`config.mk`:
```
export PLATFORM = sky130hd
export DESIGN_NAME = pwm_bank
export DESIGN_NICKNAME = d
export VERILOG_FILES = /design/src/rtl/pwm_bank_pkg.sv /design/src/rtl/pwm_chan_regs.sv /design/src/rtl/pwm_chan_core.sv /design/src/rtl/pwm_bank.sv
export SDC_FILE = /design/constraint.sdc
export NUM_CORES = 1
export LEC_CHECK = 0
export ABC_CLOCK_PERIOD_IN_PS = 2400
export BUFFER_PORTS_ARGS = -buffer_cell sky130_fd_sc_hd__buf_2
export CORE_ASPECT_RATIO = 2
export CORE_MARGIN = 3
export CORE_UTILIZATION = 45
export CTS_CLUSTER_DIAMETER = 30
export CTS_CLUSTER_SIZE = 40
export DETAILED_ROUTE_END_ITERATION = 7
export SLEW_MARGIN = 20
export SYNTH_ARGS = -nofsm -noshare
export SYNTH_HDL_FRONTEND = slang
export SYNTH_SLANG_ARGS = --single-unit
```
`constraint.sdc`:
```
create_clock -name clk -period 2.4 [get_ports clk]
set_clock_uncertainty 0.15 [all_clocks]
set_input_delay 0.24 -clock clk [delete_from_list [all_inputs] [get_ports clk]]
set_output_delay 0.24 -clock clk [all_outputs]
set_load 0.03 [all_outputs]
```
`src/rtl/pwm_bank_pkg.sv`:
```
// Shared constants and register selector encoding for the PWM bank.
package pwm_bank_pkg;
    localparam int DATA_W   = 32;
    localparam int CH_SHIFT = 5;               // channel window of 32 bytes
    localparam int MAX_CH   = 4;
    localparam int CH_IDX_W = $clog2(MAX_CH);
    localparam int ADDR_W   = CH_SHIFT + CH_IDX_W;

    // Word index inside a channel window (byte offset >> 2)
    typedef enum logic [2:0] {
        SEL_DIV  = 3'd0,
        SEL_PER  = 3'd1,
        SEL_HIGH = 3'd2,
        SEL_RUN  = 3'd6
    } reg_sel_e;
endpackage

```
`src/rtl/pwm_chan_regs.sv`:
```
// Programmed-value register file of one channel.
// Assumes wr_en is already qualified by channel match and word alignment.
// Unmapped selectors read zero and ignore writes.
module pwm_chan_regs
    import pwm_bank_pkg::*;
#(
    parameter int DIV_W  = 8,
    parameter int PER_W  = 8,
    parameter int HIGH_W = 16
) (
    input  logic              clk,
    input  logic              rst_n,
    input  logic              wr_en,
    input  logic [2:0]        word_sel,
    input  logic [DATA_W-1:0] wdata,
    output logic [DIV_W-1:0]  prog_div,
    output logic [PER_W-1:0]  prog_per,
    output logic [HIGH_W-1:0] prog_high,
    output logic              run_en,
    output logic [DATA_W-1:0] rdata
);
    // Register update on a qualified write
    always_ff @(posedge clk) begin
        if (!rst_n) begin
            prog_div  <= '0;
            prog_per  <= '0;
            prog_high <= '0;
            run_en    <= 1'b0;
        end else if (wr_en) begin
            case (word_sel)
                SEL_DIV:  prog_div  <= wdata[DIV_W-1:0];
                SEL_PER:  prog_per  <= wdata[PER_W-1:0];
                SEL_HIGH: prog_high <= wdata[HIGH_W-1:0];
                SEL_RUN:  run_en    <= wdata[0];
                default:  ;
            endcase
        end
    end

    // Read-back mux with zero-filled unused bits
    always_comb begin
        case (word_sel)
            SEL_DIV:  rdata = DATA_W'(prog_div);
            SEL_PER:  rdata = DATA_W'(prog_per);
            SEL_HIGH: rdata = DATA_W'(prog_high);
            SEL_RUN:  rdata = DATA_W'(run_en);
            default:  rdata = '0;
        endcase
    end
endmodule

```
`src/rtl/pwm_chan_core.sv`:
```
// Counting engine of one channel: a divider, a step counter and active
// (shadow) settings that reload only at a period boundary or on restart.
// Assumes HIGH_W >= PER_W. The output is forced low whenever run_en is low.
module pwm_chan_core #(
    parameter int DIV_W  = 8,
    parameter int PER_W  = 8,
    parameter int HIGH_W = 16
) (
    input  logic              clk,
    input  logic              rst_n,
    input  logic              run_en,
    input  logic [DIV_W-1:0]  prog_div,
    input  logic [PER_W-1:0]  prog_per,
    input  logic [HIGH_W-1:0] prog_high,
    output logic              pwm_out
);
    logic              running;
    logic [DIV_W-1:0]  act_div, div_cnt;
    logic [PER_W-1:0]  act_per, step_cnt;
    logic [HIGH_W-1:0] act_high;
    logic              per_zero, step_tick, wrap;

    assign per_zero  = (act_per == '0);
    assign step_tick = running && run_en && !per_zero && (div_cnt == act_div);
    assign wrap      = step_tick && (step_cnt == act_per - PER_W'(1));

    // Divider, step counter and active-setting reload
    always_ff @(posedge clk) begin
        if (!rst_n) begin
            running  <= 1'b0;
            act_div  <= '0;
            act_per  <= '0;
            act_high <= '0;
            div_cnt  <= '0;
            step_cnt <= '0;
        end else begin
            running <= run_en;
            if (run_en && (!running || per_zero || wrap)) begin
                act_div  <= prog_div;
                act_per  <= prog_per;
                act_high <= prog_high;
                div_cnt  <= '0;
                step_cnt <= '0;
            end else if (step_tick) begin
                div_cnt  <= '0;
                step_cnt <= step_cnt + PER_W'(1);
            end else if (running && run_en) begin
                div_cnt  <= div_cnt + DIV_W'(1);
            end
        end
    end

    // Output high for the first act_high steps of each period
    assign pwm_out = run_en && running && !per_zero && (HIGH_W'(step_cnt) < act_high);

    // the step counter never reaches the active period length
    a_r2_count_in_period: assert property (@(posedge clk) disable iff (!rst_n)
        (running && !per_zero) |-> (step_cnt < act_per));
    // active settings hold between period boundaries
    a_r5_settings_frozen: assert property (@(posedge clk) disable iff (!rst_n)
        (running && run_en && !per_zero && !wrap) |=>
        ($stable(act_div) && $stable(act_per) && $stable(act_high)));
    // zero active high-time gives a low output
    a_r3_zero_high_low: assert property (@(posedge clk) disable iff (!rst_n)
        (running && act_high == '0) |-> !pwm_out);
    // zero active period length gives a low output
    a_r4_zero_period_low: assert property (@(posedge clk) disable iff (!rst_n)
        per_zero |-> !pwm_out);
    // a restart clears both counters
    a_r7_restart_clear: assert property (@(posedge clk) disable iff (!rst_n)
        (run_en && !running) |=> (step_cnt == '0 && div_cnt == '0));
endmodule

```
`src/rtl/pwm_bank.sv`:
```
// Top of the PWM bank: address decode, per-channel register files and
// counting engines, and the read-data mux. NUM_CH must not exceed 4.
module pwm_bank
    import pwm_bank_pkg::*;
#(
    parameter int NUM_CH = 4,
    parameter int DIV_W  = 8,
    parameter int PER_W  = 8,
    parameter int HIGH_W = 16
) (
    input  logic              clk,
    input  logic              rst_n,
    input  logic              bus_sel,
    input  logic              bus_wr,
    input  logic [ADDR_W-1:0] bus_addr,
    input  logic [DATA_W-1:0] bus_wdata,
    output logic [DATA_W-1:0] bus_rdata,
    output logic [NUM_CH-1:0] pwm_out
);
    logic [CH_IDX_W-1:0] acc_ch;
    logic [2:0]          acc_word;
    logic                aligned;
    logic [DATA_W-1:0]   ch_rdata [MAX_CH];
    logic [NUM_CH-1:0]   ch_run;

    assign acc_ch   = bus_addr[ADDR_W-1:CH_SHIFT];
    assign acc_word = bus_addr[CH_SHIFT-1:2];
    assign aligned  = (bus_addr[1:0] == 2'b00);

    for (genvar c = 0; c < MAX_CH; c++) begin : g_ch
        if (c < NUM_CH) begin : g_impl
            logic              wr_hit;
            logic [DIV_W-1:0]  p_div;
            logic [PER_W-1:0]  p_per;
            logic [HIGH_W-1:0] p_high;

            assign wr_hit = bus_sel && bus_wr && aligned && (acc_ch == CH_IDX_W'(c));

            pwm_chan_regs #(.DIV_W(DIV_W), .PER_W(PER_W), .HIGH_W(HIGH_W)) u_regs (
                .clk(clk), .rst_n(rst_n), .wr_en(wr_hit), .word_sel(acc_word),
                .wdata(bus_wdata), .prog_div(p_div), .prog_per(p_per),
                .prog_high(p_high), .run_en(ch_run[c]), .rdata(ch_rdata[c]));

            pwm_chan_core #(.DIV_W(DIV_W), .PER_W(PER_W), .HIGH_W(HIGH_W)) u_core (
                .clk(clk), .rst_n(rst_n), .run_en(ch_run[c]), .prog_div(p_div),
                .prog_per(p_per), .prog_high(p_high), .pwm_out(pwm_out[c]));

            // a stopped channel drives its output low
            a_r6_off_is_low: assert property (@(posedge clk) disable iff (!rst_n)
                !ch_run[c] |-> !pwm_out[c]);
        end else begin : g_absent
            assign ch_rdata[c] = '0;
        end
    end

    // Read mux: zero for writes, misaligned or absent-channel accesses
    always_comb begin
        if (bus_sel && !bus_wr && aligned && (int'(acc_ch) < NUM_CH))
            bus_rdata = ch_rdata[acc_ch];
        else
            bus_rdata = '0;
    end
endmodule

```
# Word-level counts from Yosys, hierarchy flattened
# Cells that the tools add are included.
op_classes:
  mux: 8
  n_bitwise: 2
  eq_ne: 14
  magnitude_cmp: 5
  n_reduce_logical: 80
  n_addsub: 12
ops:
  columns: ["op", "count"]
  rows:
  - ["one-hot mux 16 bit (4 select lines)", 4]
  - ["two-way mux 32 bit", 3]
  - ["adder 8 x 1 -> 8 bit (second input constant)", 8]
  - ["binary-select mux 32 bit (select 2 bit)", 1]
  - ["== test 8 bit", 8]
  - ["< comparator 8 x 16 -> 1 bit", 4]
  - ["logical AND 1 bit", 32]
  - ["zero test 8 bit", 4]
  - ["AND reduction 2 bit", 16]
  - ["subtractor 8 x 1 -> 8 bit (second input constant)", 4]
  - ["OR reduction 3 bit", 4]
  - ["zero test 1 bit", 9]
  - ["logical OR 1 bit", 8]
  - ["OR reduction 2 bit", 4]
  - ["== test 2 bit (second input constant)", 2]
  - ["zero test 2 bit", 2]
  - ["== test 3 x 1 -> 1 bit (second input constant)", 1]
  - ["== test 3 x 2 -> 1 bit (second input constant)", 1]
  - ["== test 3 bit (second input constant)", 1]
  - ["greater-or-equal comparator 3 bit (second input constant)", 1]
  - ["zero test 3 bit", 1]
  - ["NOT 2 -> 3 bit", 1]
  - ["== test 2 x 1 -> 1 bit (second input constant)", 1]
  - ["NOT 1 bit", 1]
word_totals:
  inputBits: 43
  word_cells: 161
  out_inout_bits: 36
  register_bits: 328

# Longest topological paths before layout
# Gate-level depths: netlist of the first run.
logic_depth:
  word_depth: 8
  depth_mapped: 12
  depth_no_buf: 9

# Cells and area by module
# From an unflattened synthesis of the first run, not the netlist that was laid out.
hier_totals:
  cells_unflattened: 2008
  area_unflattened_um2: 17549.3
modules_own_cells:
  columns: ["module", "seq_area_each_um2", "area_per_inst_um2", "cells_per_inst", "instances"]
  rows:
  - ["pwm_chan_core", 980.9, 2451.1, 293, 4]
  - ["pwm_chan_regs at g_ch[0].g_impl.u_regs ...", 660.6, 1677.9, 185, 3]
  - ["pwm_chan_regs at g_ch[2].g_impl.u_regs", 660.6, 1624.1, 198, 1]
  - ["pwm_bank", 0.0, 1087.3, 83, 1]

# Worst setup path after synthesis of the first run
# OpenSTA, ideal clock, no wires.
synth_path:
  path_type: "input to output"
  startpoint: "input bus_addr[2]"
  endpoint: "output bus_rdata[0]"
  setup_slack_ps: -1140
  t_required_ps: 2010
  path_stages: 8
  path_buffers: 2
  t_arrival_ps: 3150
  cell_sequence: "buf_2 clkinv_1 nor3_1 clkbuf_1 a22oi_1 a21oi_1 nor2_1 a2111oi_0"
synth_between:
  elab_chain_len: 6
  elab_cells_between_ends: 12
  cone_classes: "eq/ne (3); mux (8); reduce/logical (1)"
synth_lines:
  columns: ["element", "line_no", "source"]
  rows:
  - ["start, declared", "pwm_bank.sv:15", "input logic [ADDR_W-1:0] bus_addr,"]
  - ["== test 3 bit, or another cell as far along", "pwm_chan_regs.sv:42", "case (word_sel)"]
  - ["one-hot mux 16 bit (4 select lines)", "pwm_chan_regs.sv:42", null]
  - ["binary-select mux 32 bit (select 2 bit) *", "pwm_bank.sv:59", "bus_rdata = ch_rdata[acc_ch];"]
  - ["two-way mux 32 bit (not written as such) * (2 in series)", "pwm_bank.sv:59", null]
  - ["two-way mux 32 bit *", "pwm_bank.sv:58", "if (bus_sel && !bus_wr && aligned && (int'(acc_ch) < NUM_CH))"]
  - ["end, declared", "pwm_bank.sv:17", "output logic [DATA_W-1:0] bus_rdata,"]
# Mark *: on every way between the ends. The rest lies on a longest branch, timed or not. The select of a mux whose other input is x is not followed.

# Final worst setup path of the first run
layout_path:
  startpoint: "register g_ch[3].g_impl.u_core.act_per[0]"
  endpoint: "output pwm_out[3]"
layout_between:
  elab_chain_len: 4
layout_lines:
  columns: ["element", "line_no", "source"]
  rows:
  - ["start, declared", "pwm_chan_core.sv:19", "logic [PER_W-1:0] act_per, step_cnt;"]
  - ["start signal, assigned", "pwm_chan_core.sv:40", "act_per <= prog_per;"]
  - ["zero test 8 bit", "pwm_chan_core.sv:23", "assign per_zero = (act_per == '0);"]
  - ["zero test 1 bit", "pwm_chan_core.sv:54", "assign pwm_out = run_en && running && !per_zero && (HIGH_W'(step_cnt) < act_high);"]
  - ["logical AND 1 bit (2 in series)", "pwm_chan_core.sv:54", null]
  - ["end, declared", "pwm_bank.sv:18", "output logic [NUM_CH-1:0] pwm_out"]
# Every way passes these cells.

==> results of run 1 <==
==> power groups by stage <==
| stage | Clock [mW] | Combinational (mW) | Sequential [mW] |
|---|---|---|---|
| global placement | 0 | 0.415 | 5.57 |
| detailed placement | 0 | 0.419 | 5.57 |
| global route | 6.94 | 0.486 | 5.44 |
| floorplan | 0 | 0.283 | 5.57 |
| CTS | 6.70 | 0.453 | 5.44 |
| finish | 6.60 | 0.463 | 5.44 |
==> worst min-delay path, delay by kind of cell <==
family | cells | cell delay, ns
AOI/OAI and AO/OA | 1 | 0.05
buffers and inverters | 3 | 0.40
and+or+nand+nor | 2 | 0.17
==> state kept, by name, summed over array words and instances, names as in the netlist <==
name / flops
g_ch.g_impl.u_core.act_div: 32
g_ch.g_impl.u_core.running: 4
g_ch.g_impl.u_regs.prog_per: 32
g_ch.g_impl.u_regs.prog_high: 64
g_ch.g_impl.u_core.step_cnt: 32
g_ch.g_impl.u_regs.run_en: 4
g_ch.g_impl.u_core.act_high: 64
g_ch.g_impl.u_regs.prog_div: 32
g_ch.g_impl.u_core.act_per: 32
g_ch.g_impl.u_core.div_cnt: 32
==> cells in the final DEF (no fill, tap or decap), types with 21 or more instances in the layout <==
cell	n
a21oi_1	153
and3_1	21
buf_2	33
buf_4	135
clkbuf_16	47
dfxtp_1	266
dfxtp_2	55
ha_1	34
inv_1	38
mux2i_1	60
nand2_1	323
nand3_1	180
nand3_2	40
nand4_1	24
nor2_1	131
o21ai_0	29
o21ai_1	40
o21ai_2	53
xnor2_1	58
xor2_1	64
==> routing by layer <==
metal	track usage (%)	vias to the layer above	share of wire, %	routed length (µm)
met1	25.9	6705	37	17500
met2	47.7	356	54	26000
met4	13.0	0	5.2	2510
met5	0	-	0	0
li1	-	6970	-	-
met3	3.05	139	3.9	1860
==> worst paths after layout <==
check / cells after the start / slack (ns) / to / start
min reg2reg: 2 / 0.30 / g_ch[0].g_impl.u_core.act_high[14]$_SDFFE_PN0P_ / g_ch[0].g_impl.u_core.act_high[14]$_SDFFE_PN0P_
max reg2reg: 8 / -0.30 / g_ch[1].g_impl.u_core.act_per[3]$_SDFFE_PN0P_ / g_ch[1].g_impl.u_core.act_div[7]$_SDFFE_PN0P_
max: 8 / -0.45 / pwm_out[3] / g_ch[3].g_impl.u_core.act_per[0]$_SDFFE_PN0P_
min: 6 / 0.22 / g_ch[1].g_impl.u_regs.prog_per[0]$_SDFFE_PN0P_ / bus_addr[2]
==> repair_timing <==
action	4_1_cts	5_1_grt
endpoints found under the hold margin	102	0
resized for setup	212	78
pin swaps	85	28
gates cloned	17	1
buffers inserted	33	2
setup endpoints to repair	148	181
hold buffers	17	0
==> through the flow <==
step                total power, mW  instances  TNS, ns  util (%)
floorplan                      5.85       1954    -1.18         -
global placement               5.98       2419   -12.33      49.9
detailed placement             5.99       2419   -14.79      49.9
CTS                            12.6       2566   -14.58      58.5
global route                   12.9       2568   -23.96      59.2
finish                         12.5       2568   -15.95      59.2
==> logic make-up (layout without fill, tap and decap cells) <==
group                      count (synthesis)  in the layout  synth area share (%)
DFF                                      328            328                  41.4
adders and majority gates                 40             40                  3.15
buffers and inverters                    199            371                  5.66
AOI/OAI and AO/OA                        345            345                  12.9
other                                      1             17                0.0236
and+or+nand+nor                          829            829                  24.2
xor gates and xnor gates                 122            122                  6.73
muxes                                     75             75                  5.91
==> final cells by class <==
class,count,share of cell area (%)
Inverter,49,0.910
Clock buffer,54,5.96
Clock inverter,28,1.45
Multi-Input combinational cell,1427,44.6
Tap cell,441,2.69
Timing Repair Buffer,240,11.8
Sequential cell,328,32.5
Antenna cell,1,0.0122
==> flow_summary.ini, run 1 <==
[drt]
vias_per_cell = 5.52
wire_per_inst_um = 18.7
num_vias = 14200
ant_nets = 0
drt_first_iter_violations = 806
drc = 0
route.final.wire_length_um = 47900
drt_first_pass_iters = 5

[sta]
fmax_mhz = 351
finalMaxSlewViolations = 0
slew_headroom_pct = 52.1
finalSetupViolCount = 81
period_share_pct = 119
whs_ns = 0.221
tightest_slew_ns = 0.719
rsz0062_at_grt = true
finalHoldViolCount = 0
timing.final.ws_setup_ns = -0.445
period_needed_ns = 2.85

[setup_path]
cp-end-kind = output pin
critPathMaxFanout = 2
cp.required_ns = 2.01
critPathLaunchType = register
path_class = reg2out
slowest_stage = or4b_4
slowest_delay_ns = 0.47
crit_arrival_ns = 2.46
path_delay_family = compound AO/OA/AOI/OAI gates
crit_chain = inv_2 -> ha_4 -> or4b_4 -> o41ai_4 -> buf_4 -> a31oi_2 -> a21o_1 -> buf_6
crit_buf_inv = 3

[synth]
synth-edff-count = 0
async_reset_ff_share_pct = 0
yosysSeqAreaShare_pct = 41.4
synth_cell_types = 66
synthTopCellsByArea = dfxtp_1, nand2_1, nand3_1
yosysTopAreaCellShare_pct = 41.4
yosysMostFrequentCell = dfxtp_1
ys_ff_latch = 328
syn_inst = 1939
avgSynthCellArea_um2 = 8.19
yosysTopAreaCell = dfxtp_1
synth_common_cells = dfxtp_1, nand2_1, nand3_1
synth_warnings = 0
synth_area_mm2 = 0.0159
synth-main-ff-cell = dfxtp_1

[pwr]
clkPwrFrac_pct = 52.8
p_leak_nw = 7.64
combPwrFrac_pct = 3.7
switchingPower_mw = 3.09
p_seq_share_pct = 43.5
p_sw_share_pct = 24.7
p_int_mw = 9.41
peakVddDrop_uv = 551
powerDensity_mw_per_mm2 = 611

[cts]
cts_tree = yes
cts_num_sinks = 328
cts_buffers = 44
cts.reportedPaths.clkPinSlew_ns = 0.05
clock_path_buffers = 3
cts_root_buf = clkbuf_16
htreeDepth = 2
clkLatencyLatePin_ns = 0.56

[grt]
grt_first_pass_wirelength_um = 75800
grt_max_degree = 70
grt-ovfl-total = 0
grt_antenna_before_repair = 1
track_usage_pct = 24.8
grt_pass1_vias = 14000

[die]
die_x_um = 139
die_h_um = 272
start_util_pct = 45.9
io_pins = 79
die_area_mm2 = 0.0377
fp-row-count = 96
core_mm2 = 0.0346

[final_layout]
regArea_mm2 = 0.00666
multi_input_area_mm2 = 0.00914
finalInstanceArea_mm2 = 0.0205
drive_gt1_share_pct = 25.9
n_fill_cell = 3015
area_growth_pct = 29.0
finalNetCount = 2173

[place]
portBuffers = 46
place.gp.congestion = 0.909
place_area_mm2 = 0.0173
dp_slack_ns = -0.391
dp_hpwl_um = 31900

[run_status]
status = complete, but fails checks
violations = negative setup slack

[job]
maxCapViolCount = 0

[worst_hold_path]
hold_path_class = in2reg
No activity file was read; power rests on OpenSTA's default activity.
==> run 2: changes to the inputs <==
--- a/config.mk
+++ b/config.mk
@@ -6,13 +6,14 @@
 export NUM_CORES = 1
 export LEC_CHECK = 0
 export ABC_CLOCK_PERIOD_IN_PS = 2400
-export BUFFER_PORTS_ARGS = -buffer_cell sky130_fd_sc_hd__buf_2
+export BUFFER_PORTS_ARGS = -buffer_cell sky130_fd_sc_hd__buf_4
 export CORE_ASPECT_RATIO = 2
 export CORE_MARGIN = 3
 export CORE_UTILIZATION = 45
 export CTS_CLUSTER_DIAMETER = 30
 export CTS_CLUSTER_SIZE = 40
 export DETAILED_ROUTE_END_ITERATION = 7
+export SKIP_CTS_REPAIR_TIMING = 1
 export SLEW_MARGIN = 20
 export SYNTH_ARGS = -nofsm -noshare
 export SYNTH_HDL_FRONTEND = slang
==> run 2 against run 1 <==
Final area rose by 3.5%. Clock power rose by 3.6%. Global-route usage fell by 2.2 points. Via count rose by 2.8%. Total power rose by 2.1%. The flow still finishes with violations (negative setup slack). Largest cell class unchanged. Largest power group unchanged. Wire length rose by 3.2%. Hold slack got worse by 0.11 ns. Non-clock buffer count rose by 14.
==> flow_summary.ini, run 2 (synthesized netlist as in run 1, its figures left out) <==
[cts]
cts_root_buf = clkbuf_16
cts_num_sinks = 328
htreeDepth = 2
cts.reportedPaths.clkPinSlew_ns = 0.06
cts_tree = yes
cts_buffers = 45
clock_path_buffers = 3
clkLatencyLatePin_ns = 0.56

[drt]
wire_per_inst_um = 19.1
vias_per_cell = 5.63
route.final.wire_length_um = 49500
num_vias = 14600
drt_first_pass_iters = 7
drt_first_iter_violations = 946
ant_nets = 0
drc = 0

[grt]
grt_max_degree = 96
grt_antenna_before_repair = 1
grt-ovfl-total = 0
grt_pass1_vias = 13500
track_usage_pct = 22.6
grt_first_pass_wirelength_um = 70000

[setup_path]
r2r_start = g_ch[1].g_impl.u_core.act_div[6]$_SDFFE_PN0P_
r2r_end = g_ch[1].g_impl.u_core.act_per[2]$_SDFFE_PN0P_
reg2regPathDepth = 9
regToRegSetupSlack_ns = -0.31
cp.required_ns = 2.01
critPathLaunchType = register
crit_arrival_ns = 2.37
cp-end-kind = output pin
critPathMaxFanout = 3
path_class = reg2out

[final_layout]
finalNetCount = 2190
area_growth_pct = 33.5
finalInstanceArea_mm2 = 0.0212
stdcell_count = 2585
top_regs = g_ch.g_impl.u_core.act_high x64, g_ch.g_impl.u_regs.prog_high x64
mostFrequentLayoutCell = nand2_1
layout_common_cells = nand2_1, dfxtp_1, buf_4, a21oi_1, nand3_1
drive_gt1_share_pct = 29.4

[pwr]
p_leak_nw = 7.85
powerDensity_mw_per_mm2 = 603
peakVddDrop_uv = 533

[place]
portBuffers = 46
place_area_mm2 = 0.0175
placed_cells = 2436
dp_slack_ns = -0.182
dp_hpwl_um = 32200
place.gp.congestion = 0.915

[sta]
timing.final.ws_setup_ns = -0.357
rsz0062_at_grt = true
whs_ns = 0.114
period_share_pct = 115
finalMaxSlewViolations = 0
finalHoldViolCount = 0
period_needed_ns = 2.76
finalSetupViolCount = 138
tightest_slew_ns = 0.665
fmax_mhz = 363
slew_headroom_pct = 55.7

[worst_hold_path]
min_from = bus_addr[4]
hold_path_depth = 5
min_to = g_ch[1].g_impl.u_regs.prog_div[2]$_SDFFE_PN0P_
hold_path_class = in2reg

[run_status]
status = complete, but fails checks
violations = negative setup slack

[job]
maxCapViolCount = 0

[die]
start_util_pct = 45.9
io_pins = 79
fp-row-count = 96
core_mm2 = 0.0346
die_x_um = 139
die_area_mm2 = 0.0377
die_h_um = 272
[run 2: cell count changes in the layout (fill, tap and decap cells not counted), moves of 17 or more]
| cell | previous run | this run |
|---|---|---|
| nand3_2 | 40 | 71 |
| nand3_1 | 180 | 143 |
| buf_2 | 33 | 0 |
| buf_6 | 18 | 44 |
| buf_4 | 135 | 152 |
[run 2: power by group]
group	switching [mW]	internal [mW]	total, mW	leakage, nW
clock network	2.70	4.14	6.84	0.765
registers	0.00311	5.44	5.44	2.68
logic	0.360	0.134	0.495	4.41
[run 2: stage by stage]
step           utilization (%)  total power, mW  TNS (ns)
2_1_floorplan                -             5.85     -1.18
3_5_place_dp              50.7             6.01     -5.65
5_1_grt                   61.3             13.1    -30.13
4_1_cts                   55.2             12.8     -9.29
3_3_place_gp              50.7             6.00     -5.77
6_report                  61.3             12.8    -18.80
[run 2: layout make-up]
cell class | instances | area (µm²)
clock buffer | 55 | 1260
clock inverter | 28 | 299
sequential | 328 | 6680
timing repair buffer | 254 | 2690
tap | 441 | 552
fill | 2971 | 13400
multi-input combinational | 1429 | 9530
inverter | 49 | 189
antenna | 1 | 2.50
[run 2: worst max-delay path, stage by stage (launching register included)]
cell and delay (ns):
dfxtp_2 0.33, inv_2 0.07, ha_4 0.13, or4b_4 0.49
o41ai_4 0.24, buf_4 0.19, nor3b_1 0.05, a21o_1 0.18
buf_6 0.13
[run 2: how the worst max path moves through the flow]
stage / to / slack (ns) / startpoint / depth (start not counted)
final: pwm_out[3] / -0.36 / g_ch[3].g_impl.u_core.act_per[0]$_SDFFE_PN0P_ / 8
after global routing: pwm_out[3] / -0.46 / g_ch[3].g_impl.u_core.act_per[0]$_SDFFE_PN0P_ / 8
after CTS: pwm_out[3] / -0.55 / g_ch[3].g_impl.u_core.act_per[1]$_SDFFE_PN0P_ / 8
after detailed placement: g_ch[1].g_impl.u_core.act_per[6]$_SDFFE_PN0P_ / -0.18 / g_ch[1].g_impl.u_core.act_div[6]$_SDFFE_PN0P_ / 9
after global placement: g_ch[1].g_impl.u_core.act_high[8]$_SDFFE_PN0P_ / -0.20 / g_ch[1].g_impl.u_core.act_div[6]$_SDFFE_PN0P_ / 9
after floorplan: g_ch[1].g_impl.u_core.act_per[0]$_SDFFE_PN0P_ / -0.05 / g_ch[1].g_impl.u_core.act_div[7]$_SDFFE_PN0P_ / 9
[run 2: layer usage]
layer  vias up  share of wire (%)  wire length (µm)  GRT usage [%]
met5         -                  0                 0              0
met4         0                7.1              3510           13.2
li1       6993                  -                 -              -
met2       446                 54             26500           42.3
met3       176                4.1              2050           3.00
met1      6948                 35             17300           24.0
==> run 3: changes to the inputs <==
--- a/config.mk
+++ b/config.mk
@@ -8,7 +8,6 @@
 export ABC_CLOCK_PERIOD_IN_PS = 2400
 export BUFFER_PORTS_ARGS = -buffer_cell sky130_fd_sc_hd__buf_4
 export CORE_ASPECT_RATIO = 2
-export CORE_MARGIN = 3
 export CORE_UTILIZATION = 45
 export CTS_CLUSTER_DIAMETER = 30
 export CTS_CLUSTER_SIZE = 40
==> run 3 against run 2 <==
The run still ends with negative setup slack left. Hold slack got worse by 0.0033 ns. Die area fell by 4.3%. Register-to-register slack improved by 0.03 ns. Global-route usage rose by 2.4 points. Critical path depth did not move. Count of clock-buffer cells in the layout fell by 9. Wire length fell by 1.8%. Sequential power barely moved. Sequential share of layout area rose by 0.48 points. Critical path type unchanged.
==> flow_summary.ini, run 3 (synthesized netlist as in run 1, its figures left out) <==
[cts]
clock_path_buffers = 3
cts_num_sinks = 328
clkLatencyLatePin_ns = 0.56
cts_tree = yes
cts_root_buf = clkbuf_16
htreeDepth = 2
cts.reportedPaths.clkPinSlew_ns = 0.07
cts_buffers = 43

[sta]
period_share_pct = 120
rsz0062_at_grt = true
finalSetupViolCount = 126
timing.setup.tns_ns = -14.97
finalHoldViolCount = 0
finalMaxSlewViolations = 0
fmax_mhz = 347
timing.final.ws_setup_ns = -0.481
period_needed_ns = 2.88
tightest_slew_ns = 0.684
whs_ns = 0.111
slew_headroom_pct = 53.9

[die]
die_area_mm2 = 0.0361
die_x_um = 135
fp-row-count = 97
core_mm2 = 0.0348
start_util_pct = 45.6
io_pins = 79
die_h_um = 268

[place]
placed_cells = 2427
dp_slack_ns = -0.257
place_area_mm2 = 0.0174
place.gp.congestion = 0.899
dp_hpwl_um = 32500
portBuffers = 46

[setup_path]
r2r_end = g_ch[1].g_impl.u_core.act_high[12]$_SDFFE_PN0P_
r2r_start = g_ch[1].g_impl.u_core.act_div[0]$_SDFFE_PN0P_
reg2regPathDepth = 9
cp-end-kind = output pin
critPathLaunchType = register
crit_arrival_ns = 2.49
path_class = reg2out
cp.required_ns = 2.01
critPathMaxFanout = 3
regToRegSetupSlack_ns = -0.28

[final_layout]
area_growth_pct = 31.4
drive_gt1_share_pct = 28.5
mostFrequentLayoutCell = nand2_1
stdcell_count = 2579
layout_common_cells = nand2_1, dfxtp_1, buf_4, nand3_1, a21oi_1
n_fill_cell = 2973
top_regs = g_ch.g_impl.u_core.act_high x64, g_ch.g_impl.u_regs.prog_high x64
antennaDiodeCount = 0
finalNetCount = 2182
finalInstanceArea_mm2 = 0.0209
final_util_pct = 59.9

[worst_hold_path]
hold_path_class = in2reg
min_from = bus_addr[6]
hold_path_depth = 5
min_to = g_ch[2].g_impl.u_regs.prog_per[0]$_SDFFE_PN0P_

[drt]
route.final.wire_length_um = 48500
ant_nets = 0
vias_per_cell = 5.51
drt_first_iter_violations = 953
drt_first_pass_iters = 5
drc = 0
wire_per_inst_um = 18.8
num_vias = 14200

[run_status]
status = complete, but fails checks
violations = negative setup slack

[grt]
track_usage_pct = 25.1
grt_max_degree = 133
grt-ovfl-total = 0
grt_pass1_vias = 13400
grt_antenna_before_repair = 0
grt_first_pass_wirelength_um = 70700

[pwr]
powerDensity_mw_per_mm2 = 622
p_leak_nw = 7.70
peakVddDrop_uv = 505
p_total_mw = 13.0

[job]
maxCapViolCount = 0
-- run 3: changes by cell type in the layout (fill, tap and decap cells not counted), sizes merged, moves of 3 or more --
cell,before,now
clkbuf,71,58
clkinvlp,2,7
bufinv,3,6
clkinv,12,9
-- run 3: how the worst max path moves through the flow --
stage | startpoint | slack (ns) | endpoint
2_1_floorplan | g_ch[1].g_impl.u_core.act_div[7]$_SDFFE_PN0P_ | -0.05 | g_ch[1].g_impl.u_core.act_per[0]$_SDFFE_PN0P_
6_report | g_ch[3].g_impl.u_core.act_per[1]$_SDFFE_PN0P_ | -0.48 | pwm_out[3]
3_3_place_gp | g_ch[1].g_impl.u_core.act_div[6]$_SDFFE_PN0P_ | -0.22 | g_ch[1].g_impl.u_core.act_div[6]$_SDFFE_PN0P_
5_1_grt | g_ch[3].g_impl.u_core.act_per[1]$_SDFFE_PN0P_ | -0.53 | pwm_out[3]
3_5_place_dp | g_ch[3].g_impl.u_core.act_per[1]$_SDFFE_PN0P_ | -0.26 | g_ch[3].g_impl.u_core.div_cnt[4]$_SDFFE_PP0P_
4_1_cts | g_ch[3].g_impl.u_core.act_per[1]$_SDFFE_PN0P_ | -0.80 | pwm_out[3]
-- run 3: layout make-up --
class / instances / area [µm²] / area share [%]
inverter: 49 / 193 / 0.924
timing repair buffer: 249 / 2500 / 12.0
clock buffer: 46 / 1130 / 5.41
tap: 445 / 557 / 2.67
multi-input combinational: 1428 / 9340 / 44.8
sequential: 328 / 6670 / 32.0
clock inverter: 34 / 464 / 2.23
-- run 3: worst max-delay path, cell delays in order, from the launching register on --
cell and delay, ns:
dfxtp_2 0.32, inv_2 0.07, ha_4 0.13, or4b_4 0.48, o41ai_4 0.38, buf_4 0.18, a31oi_1 0.04, a21o_1 0.20
buf_6 0.14
-- run 3: where the power goes --
part	switching (mW)	total [mW]	internal, mW
Clock	2.82	7.03	4.21
Sequential	0.00296	5.44	5.43
Combinational	0.365	0.507	0.142
Total	3.19	13.0	9.79
-- run 3: per-layer routing --
metal | up-vias | track usage, % | part of all wire (%)
met5 | - | 0 | 0
met4 | 0 | 15.8 | 7.3
met3 | 180 | 3.07 | 3.9
met2 | 401 | 46.5 | 53
met1 | 6664 | 26.3 | 36
li1 | 6973 | - | -
